File: src/rtl/bp_pkg.sv
package bp_pkg;

   // Two-bit saturating direction counter; MSB is the guess.
   typedef logic [1:0] ctr_t;

   localparam ctr_t CTR_STRONG_NT = 2'b00;
   localparam ctr_t CTR_WEAK_NT   = 2'b01;
   localparam ctr_t CTR_WEAK_TK   = 2'b10;
   localparam ctr_t CTR_STRONG_TK = 2'b11;

   // Value every counter takes at reset.
   localparam ctr_t CTR_RESET     = CTR_WEAK_NT;

endpackage

File: src/rtl/bp_ctr_step.sv
module bp_ctr_step
   import bp_pkg::*;
(
   input  ctr_t cur,
   input  logic taken,
   output ctr_t nxt
);

   always_comb begin
      nxt = cur;
      if (taken) begin
         if (cur != CTR_STRONG_TK) nxt = cur + 2'd1;
      end else begin
         if (cur != CTR_STRONG_NT) nxt = cur - 2'd1;
      end
   end

endmodule

File: src/rtl/bp_history.sv
module bp_history #(
   parameter int HIST_W = 1
) (
   input  logic              clk,
   input  logic              rst_n,
   input  logic              shift_en,
   input  logic              outcome,
   output logic [HIST_W-1:0] hist
);

   generate
      if (HIST_W < 1) begin : g_bad_width
         $error("bp_history: HIST_W must be at least 1");
      end
   endgenerate

   logic [HIST_W-1:0] hist_q;

   generate
      if (HIST_W == 1) begin : g_single
         always_ff @(posedge clk or negedge rst_n) begin
            if (!rst_n)        hist_q <= '0;
            else if (shift_en) hist_q <= outcome;
         end
      end else begin : g_shift
         always_ff @(posedge clk or negedge rst_n) begin
            if (!rst_n)        hist_q <= '0;
            else if (shift_en) hist_q <= {hist_q[HIST_W-2:0], outcome};
         end
      end
   endgenerate

   assign hist = hist_q;

   // newest history bit equals the last reported outcome
   p_hist_follow_r5: assert property (@(posedge clk) disable iff (!rst_n)
      shift_en |=> hist_q[0] == $past(outcome));

   // history holds when no update is reported
   p_hist_hold_r5: assert property (@(posedge clk) disable iff (!rst_n)
      !shift_en |=> $stable(hist_q));

endmodule

File: src/rtl/bp_ctr_table.sv
module bp_ctr_table
   import bp_pkg::*;
#(
   parameter int IDX_W  = 6,
   parameter int HIST_W = 1
) (
   input  logic              clk,
   input  logic              rst_n,
   input  logic [IDX_W-1:0]  rd_idx,
   input  logic [HIST_W-1:0] rd_sel,
   output ctr_t              rd_ctr,
   input  logic              wr_en,
   input  logic [IDX_W-1:0]  wr_idx,
   input  logic [HIST_W-1:0] wr_sel,
   input  logic              wr_taken
);

   localparam int ENTRIES = 1 << IDX_W;
   localparam int CPE     = 1 << HIST_W;

   generate
      if (ENTRIES * CPE > 4096) begin : g_too_big
         $error("bp_ctr_table: table exceeds 4096 counters");
      end
   endgenerate

   ctr_t mem [ENTRIES][CPE];
   ctr_t wr_old;
   ctr_t wr_new;

   assign wr_old = mem[wr_idx][wr_sel];
   assign rd_ctr = mem[rd_idx][rd_sel];

   bp_ctr_step u_step (
      .cur   (wr_old),
      .taken (wr_taken),
      .nxt   (wr_new)
   );

   always_ff @(posedge clk or negedge rst_n) begin
      if (!rst_n) begin
         for (int e = 0; e < ENTRIES; e++)
            for (int c = 0; c < CPE; c++)
               mem[e][c] <= CTR_RESET;
      end else if (wr_en) begin
         mem[wr_idx][wr_sel] <= wr_new;
      end
   end

   // strong taken stays strong taken on a taken outcome
   p_sat_hi_r3: assert property (@(posedge clk) disable iff (!rst_n)
      (wr_en && wr_taken && wr_old == CTR_STRONG_TK)
      |=> mem[$past(wr_idx)][$past(wr_sel)] == CTR_STRONG_TK);

   // strong not-taken stays put on a not-taken outcome
   p_sat_lo_r3: assert property (@(posedge clk) disable iff (!rst_n)
      (wr_en && !wr_taken && wr_old == CTR_STRONG_NT)
      |=> mem[$past(wr_idx)][$past(wr_sel)] == CTR_STRONG_NT);

   // a taken outcome below saturation raises the counter by one
   p_inc_r2: assert property (@(posedge clk) disable iff (!rst_n)
      (wr_en && wr_taken && wr_old != CTR_STRONG_TK)
      |=> mem[$past(wr_idx)][$past(wr_sel)] == ctr_t'($past(wr_old) + 2'd1));

   // a not-taken outcome above saturation lowers the counter by one
   p_dec_r2: assert property (@(posedge clk) disable iff (!rst_n)
      (wr_en && !wr_taken && wr_old != CTR_STRONG_NT)
      |=> mem[$past(wr_idx)][$past(wr_sel)] == ctr_t'($past(wr_old) - 2'd1));

endmodule

File: src/rtl/corr_branch_predictor.sv
module corr_branch_predictor
   import bp_pkg::*;
#(
   parameter int PC_W   = 32,
   parameter int IDX_W  = 6,
   parameter int HIST_W = 1
) (
   input  logic            clk,
   input  logic            rst_n,
   input  logic [PC_W-1:0] pred_pc,
   output logic            pred_taken,
   input  logic            upd_valid,
   input  logic [PC_W-1:0] upd_pc,
   input  logic            upd_taken
);

   localparam int IDX_LO = 2;
   localparam int IDX_HI = IDX_W + IDX_LO - 1;

   generate
      if (IDX_W < 1) begin : g_bad_idx
         $error("corr_branch_predictor: IDX_W must be at least 1");
      end
      if (PC_W <= IDX_HI + 1) begin : g_bad_pc
         $error("corr_branch_predictor: PC_W must exceed IDX_W + 2");
      end
   endgenerate

   logic [IDX_W-1:0]  pred_idx;
   logic [IDX_W-1:0]  upd_idx;
   logic [HIST_W-1:0] hist;
   ctr_t              pred_ctr;
   logic              unused_pc_bits;

   assign pred_idx = pred_pc[IDX_HI:IDX_LO];
   assign upd_idx  = upd_pc[IDX_HI:IDX_LO];
   assign unused_pc_bits = ^{pred_pc[PC_W-1:IDX_HI+1], pred_pc[IDX_LO-1:0],
                             upd_pc[PC_W-1:IDX_HI+1],  upd_pc[IDX_LO-1:0]};

   bp_history #(
      .HIST_W (HIST_W)
   ) u_hist (
      .clk      (clk),
      .rst_n    (rst_n),
      .shift_en (upd_valid),
      .outcome  (upd_taken),
      .hist     (hist)
   );

   bp_ctr_table #(
      .IDX_W  (IDX_W),
      .HIST_W (HIST_W)
   ) u_table (
      .clk      (clk),
      .rst_n    (rst_n),
      .rd_idx   (pred_idx),
      .rd_sel   (hist),
      .rd_ctr   (pred_ctr),
      .wr_en    (upd_valid),
      .wr_idx   (upd_idx),
      .wr_sel   (hist),
      .wr_taken (upd_taken)
   );

   assign pred_taken = pred_ctr[1];

   // with no training and an unchanged lookup address the guess holds
   p_noupd_stable_r1: assert property (@(posedge clk) disable iff (!rst_n)
      !upd_valid |=> (!$stable(pred_pc) || $stable(pred_taken)));

endmodule

File: config.mk
export PLATFORM = sky130hd
export DESIGN_NAME = corr_branch_predictor
export DESIGN_NICKNAME = d
export VERILOG_FILES = /design/src/rtl/bp_pkg.sv /design/src/rtl/bp_ctr_step.sv /design/src/rtl/bp_history.sv /design/src/rtl/bp_ctr_table.sv /design/src/rtl/corr_branch_predictor.sv
export SDC_FILE = /design/constraint.sdc
export NUM_CORES = 1
export LEC_CHECK = 0
export BUFFER_PORTS_ARGS = -buffer_cell sky130_fd_sc_hd__buf_2
export CORE_ASPECT_RATIO = 0.9
export CORE_MARGIN = 4
export CORE_UTILIZATION = 30
export DETAILED_ROUTE_END_ITERATION = 16
export HOLD_SLACK_MARGIN = 0.1
export PLACE_DENSITY_LB_ADDON = 0.05
export SYNTH_ARGS = -nofsm -noshare
export SYNTH_HDL_FRONTEND = slang
export SYNTH_SLANG_ARGS = --single-unit
File: constraint.sdc
create_clock -name clk -period 6.8 [get_ports clk]
set_clock_uncertainty 0.1 [all_clocks]
set_input_delay 2.04 -clock clk [delete_from_list [all_inputs] [get_ports clk]]
set_output_delay 2.04 -clock clk [all_outputs]
set_load 0.01 [all_outputs]
After elaboration in Yosys (flattened, before gate mapping). Index checks and enable logic that the tools add are counted. W data, S select, Z words.

Bits in read-only memories: 0. Bits in registers: 257. Output and inout port bits: 1. Memory bits (writable): 0. Word-level logic and storage cells: 163. Bits in latches: 0. Input port bits: 68. Memories kept: 0.

Shift-type cells: 0. Multipliers: 0. Order comparisons: 5. Reduce and logical (&&, ||, !) cells: 3. Divide/modulo/power cells: 0. Add/sub/neg operators: 2. Equal/unequal tests: 1. Bitwise operators: 3. Multiplexer cells: 20.

Operators with widths (number): $bwmux W256 (1); $bmux W4 S6 (2); $demux W4 S6 (1); $mux W2 (10); $mux W4 (5); $ge A7 B7 Y1 const B (2); $not A6 Y7 (2); $lt A7 B1 Y1 const B (1); $add A2 B1 Y2 const B (1); $demux W2 S1 (1); $ge A2 B2 Y1 const B (1); $logic_and A1 B1 Y1 (2); $lt A2 B1 Y1 const B (1); $ne A2 B2 Y1 const B (1); $not A1 Y2 (1); $reduce_bool A2 Y1 (1); $sub A2 B1 Y2 const B (1).

Longest topological paths before layout.
Depth after elaboration: 11. Depth in mapped cells: 15. Gate-level depth less buffers: 8.

By module. A second synthesis with hierarchy kept.

Cells, all modules: 1157. Area total of the unflattened synthesis: 14581.5 sq um.

By module, submodules not included: bp_ctr_table (sequential area each 6566.3 sq um, instances 1, area an instance 14515.2 sq um, cells an instance 1152); bp_history (sequential area each 25.0 sq um, instances 1, area an instance 40.0 sq um, cells an instance 2); bp_ctr_step (sequential area each 0.0 sq um, instances 1, area an instance 26.3 sq um, cells an instance 3).

Worst setup path before layout. OpenSTA, ideal clock, no wires.

Path type: input to output. Start point: input port pred_pc[2]. End point: output port pred_taken. Setup slack: 236 ps. Cell stages on the path: 7. Arrival: 4424 ps. Path through: clkbuf_1 buf_1 mux4_2 mux4_2 mux4_2 nand2_1 nand2_1.

Cells in the longest elaborated chain, start to end: 7.

RTL lines: start, declared (line corr_branch_predictor.sv:10) `input logic [PC_W-1:0] pred_pc,`; $not A6 Y7 (implied by the code) (line bp_ctr_table.sv:32) `assign rd_ctr = mem[rd_idx][rd_sel];`; $bmux W4 S6 (line bp_ctr_table.sv:32); $mux W4 (implied by the code) (2 in a row) (line bp_ctr_table.sv:32); $mux W2 (implied by the code) (3 in a row) (line bp_ctr_table.sv:32); end, declared (line corr_branch_predictor.sv:11) `output logic pred_taken,`.

No other way between the ends. The select of a mux whose other input is x is not followed.

Worst setup path in the final report. Same ends and word-level chain as after synthesis.

==> impl_summary.txt <==
----------------------------------------------------
[Critical path]
  Most frequent CP cell ... mux4_2
  Crit-path slowest cell ... mux4_2
  CP peak stage delay ... 0.53 ns
  Data required time at the worst endpoint ... 4.66 ns
  Crit path cell chain ... buf_2 > buf_12 > mux4_2 > mux4_2 > mux4_2 > nand2_1 > nand2_1 > buf_2
  Maximum fanout along the worst path ... 20
  Category of the worst setup path capture point ... output pin
  Top delay family on crit path ... multiplexers
  Worst Path Buf+Inv ... 3
  Class of the most critical setup path ... primary input to output pin
  Startpoint type of the worst setup path ... primary input
  Arrival time of data at the critical path endpoint ... 4.38 ns

[Pwr]
  Cell Pwr Density ... 273 nW/um^2
  Part of the power in combinational logic ... 0.138
  Clock network fraction of total power ... 0.414
  Worst IR drop on VDD ... 0.171 mV
  Net switching power ... 1.15 mW
  Total power consumption of the routed design ... 4.08 mW
  Sequential group share of total power ... 0.449
  LEAKAGE ... 5.78 nW
  Internal power contribution ... 2.94 mW
  Net Sw Frac ... 0.281

[Finish]
  Count of nets after finishing ... 1,418
  Growth of design area from synthesis to finish ... 14.4%
  Ant diodes ... 0
  Number of fill cells ... 4,376
  Layout Cells excl Fill ... 1,929
  Share of layout cells above drive strength 1 ... 0.241
  Final standard cell area without fillers ... 15,000 um^2

[Timing]
  Final setup slack of the worst path ... 0.283 ns
  Portion of the clock cycle consumed by the worst path in the final layout ... 0.958
  Unrepaired setup endpoints after global routing ... no
  Final setup vio count ... 0
  Setup_tns ... 0 ns
  Hold Fails Final Rpt ... 0
  Fin. max-slew vios ... 0
  Remaining max-slew budget at the tightest pin ... 0.149
  Highest clock rate ... 153 MHz
  Worst Max-Slew Pin Slew ... 1.27 ns
  Shortest clock period the worst path allows after layout ... 6.52 ns

[Floorplanning]
  Starting density of the core ... 0.304
  Boundary pin count ... 69
  Core Region ... 43,000 um^2
  Die Area ... 47,000 um^2
  Horizontal die dimension ... 228 um
  Die Span Y ... 206 um
  Row Count ... 72

[Synth]
  Leading post-synthesis cells by instance count ... nand2_1 (412), o21ai_0 (154), dfrtp_1 (129)
  Number of instances in the synthesized netlist ... 1,341
  Sequential-to-total area share from yosys stat ... 0.504
  Summed instance area of the synthesized netlist ... 13,100 um^2
  Most common cell in the synthesized netlist ... nand2_1
  Yosys reg bits ... 257
  Proportion of synthesized flip-flops having asynchronous set or reset ... 1.00
  Mean cell area of the mapped netlist ... 9.74 um^2
  Post-Synthesis Net Count ... 1,409
  Total number of yosys warnings ... 0
  Leading area contributor after synthesis ... dfstp_2
  EDFF count, synth ... 0
  Ys flop type ... dfrtp_1
  Yosys top cell area share ... 0.257
  Top cells by area in the synthesized netlist ... dfstp_2 (26%), dfrtp_1 (25%), nand2_1 (12%)
  Synth cell types ... 49

[Clock network]
  Clock sinks ... 257
  Post-CTS sizing ... 0
  Master cell of the clock root buffer ... clkbuf_16
  Clock tree from TritonCTS ... yes
  Clock-pin slew on the worst setup and hold paths ... 0.06 ns
  Insertion delay to the later sink of the worst-skew pair ... 0.57 ns
  H-Tree Level Count ... 1
  Post-cts hold buffer count ... 0
  Total clock buffers created by CTS ... 31
  Clock Tree Buf Depth ... 3
  Number of buffers inserted to repair setup after CTS ... 0

[Drt]
  Detail-routed net length per standard cell ... 25.1 um
  Via density ... 5.26
  DR iter-0 viols ... 737
  Count of antenna-violating nets left after detailed routing ... 0
  Remaining design rule violation count ... 0
  Overall via count from detail_route ... 10,148
  Total wire length ... 48,400 um
  First-pass iteration count of the detailed router ... 5

[Global route]
  Maximum number of pins on one net before global-route repair ... 113
  Global-route congestion overflow total ... 0
  Number of global-route vias before repair ... 10,264
  First-pass GRT wire length ... 72,900 um
  Global routing usage summed across all routing layers ... 0.207
  Initial antenna violation count ... 1

[Placement]
  Port-buffer cells ... 16
  Worst slack at placement ... 0.290 ns
  Cell area reported after detailed placement ... 13,900 um^2
  HPWL Detailed ... 31,800 um
  Last weighted congestion value of the routability-driven placer ... 0.821
  Number of cells after detailed placement ... 1,872

[Outcome]
  Result of the run ... finished, final reports clean

[Min path]
  Worst Hold Class ... register to register

[Flow run]
  Maximum Capacitance Violations ... 0

----------------------------------------------------
[cells in the final DEF, fill, tap and decap left out, types with 8 or more instances in the layout]
cell,instances
a31oi_1,8
o21ai_0,154
a221oi_1,24
dfstp_2,128
mux2i_1,31
clkinv_2,10
a21oi_1,18
mux2_2,25
nand2_1,412
buf_4,42
and3_1,8
buf_12,8
a22oi_1,22
o21ai_1,120
buf_2,13
nor2_1,21
dfrtp_1,129
clkbuf_16,31
mux4_2,53
[cell families after synthesis]
group                    share of synthesized area
buffers and inverters                       0.0332
multiplexers                                 0.137
flip-flops                                   0.504
AND/OR/NAND/NOR                              0.157
AO/OA/AOI/OAI                                0.167
adder cells (fa/ha/maj)                    0.00163
[per-layer routing]
layer,vias up,track usage,part of all wire
li1,4819,-,-
met1,5059,0.321,0.51
met2,211,0.303,0.42
met3,57,0.0379,0.046
met4,2,0.0402,0.021
met5,-,0,0.00027
[area by class of cell]
type | instances | area (um^2) | area share
sequential | 257 | 6590 | 0.441
tap | 555 | 694 | 0.0464
multi-input combinational | 991 | 6070 | 0.406
clock buffer | 43 | 871 | 0.0582
timing repair buffer | 64 | 556 | 0.0372
inverter | 5 | 18.8 | 0.00126
clock inverter | 14 | 149 | 0.00996
[stage by stage]
stage	hold WS, ns	utilization
floorplan	0.341	-
global placement	0.349	0.324
detailed placement	0.352	0.324
CTS	0.361	0.348
global route	0.369	0.348
finish	0.359	0.348
[worst reg2reg max path: cells and delay by family, from the launching register on]
family,cells,cell delay (ns)
simple gates,2,1.09
flops,1,0.37
compound gates,4,0.85
buf+inv,1,0.23
mux,1,0.26
fa+ha+maj,1,0.38
[worst paths after layout]
check	start	endpoint	slack, ns	cells past startpoint
min reg2reg	u_table.mem[62]$_DFFE_PN1P_	u_table.mem[62]$_DFFE_PN1P_	0.36	2
max in group asynchronous	rst_n	u_table.mem[120]$_DFFE_PN1P_	3.97	2
max	pred_pc[2]	pred_taken	0.28	8
max reg2reg	u_table.mem[110]$_DFFE_PN1P_	u_table.mem[42]$_DFFE_PN1P_	3.45	9
min in group asynchronous	rst_n	u_table.mem[215]$_DFFE_PN0P_	1.39	1
min	u_table.mem[62]$_DFFE_PN1P_	u_table.mem[62]$_DFFE_PN1P_	0.36	2
[sequential cells by signal, summed over array words and instances (netlist names)]
signal       cells
u_hist.hist      1
u_table.mem    256
[power groups by stage]
stage,Sequential (mW),Combinational (mW),Clock (mW)
2_1_floorplan,1.81,0.353,0
3_3_place_gp,1.85,0.567,0
3_5_place_dp,1.85,0.572,0
4_1_cts,1.83,0.573,1.74
5_1_grt,1.85,0.625,1.81
6_report,1.83,0.563,1.69
Power figures use the tool's default switching activity.
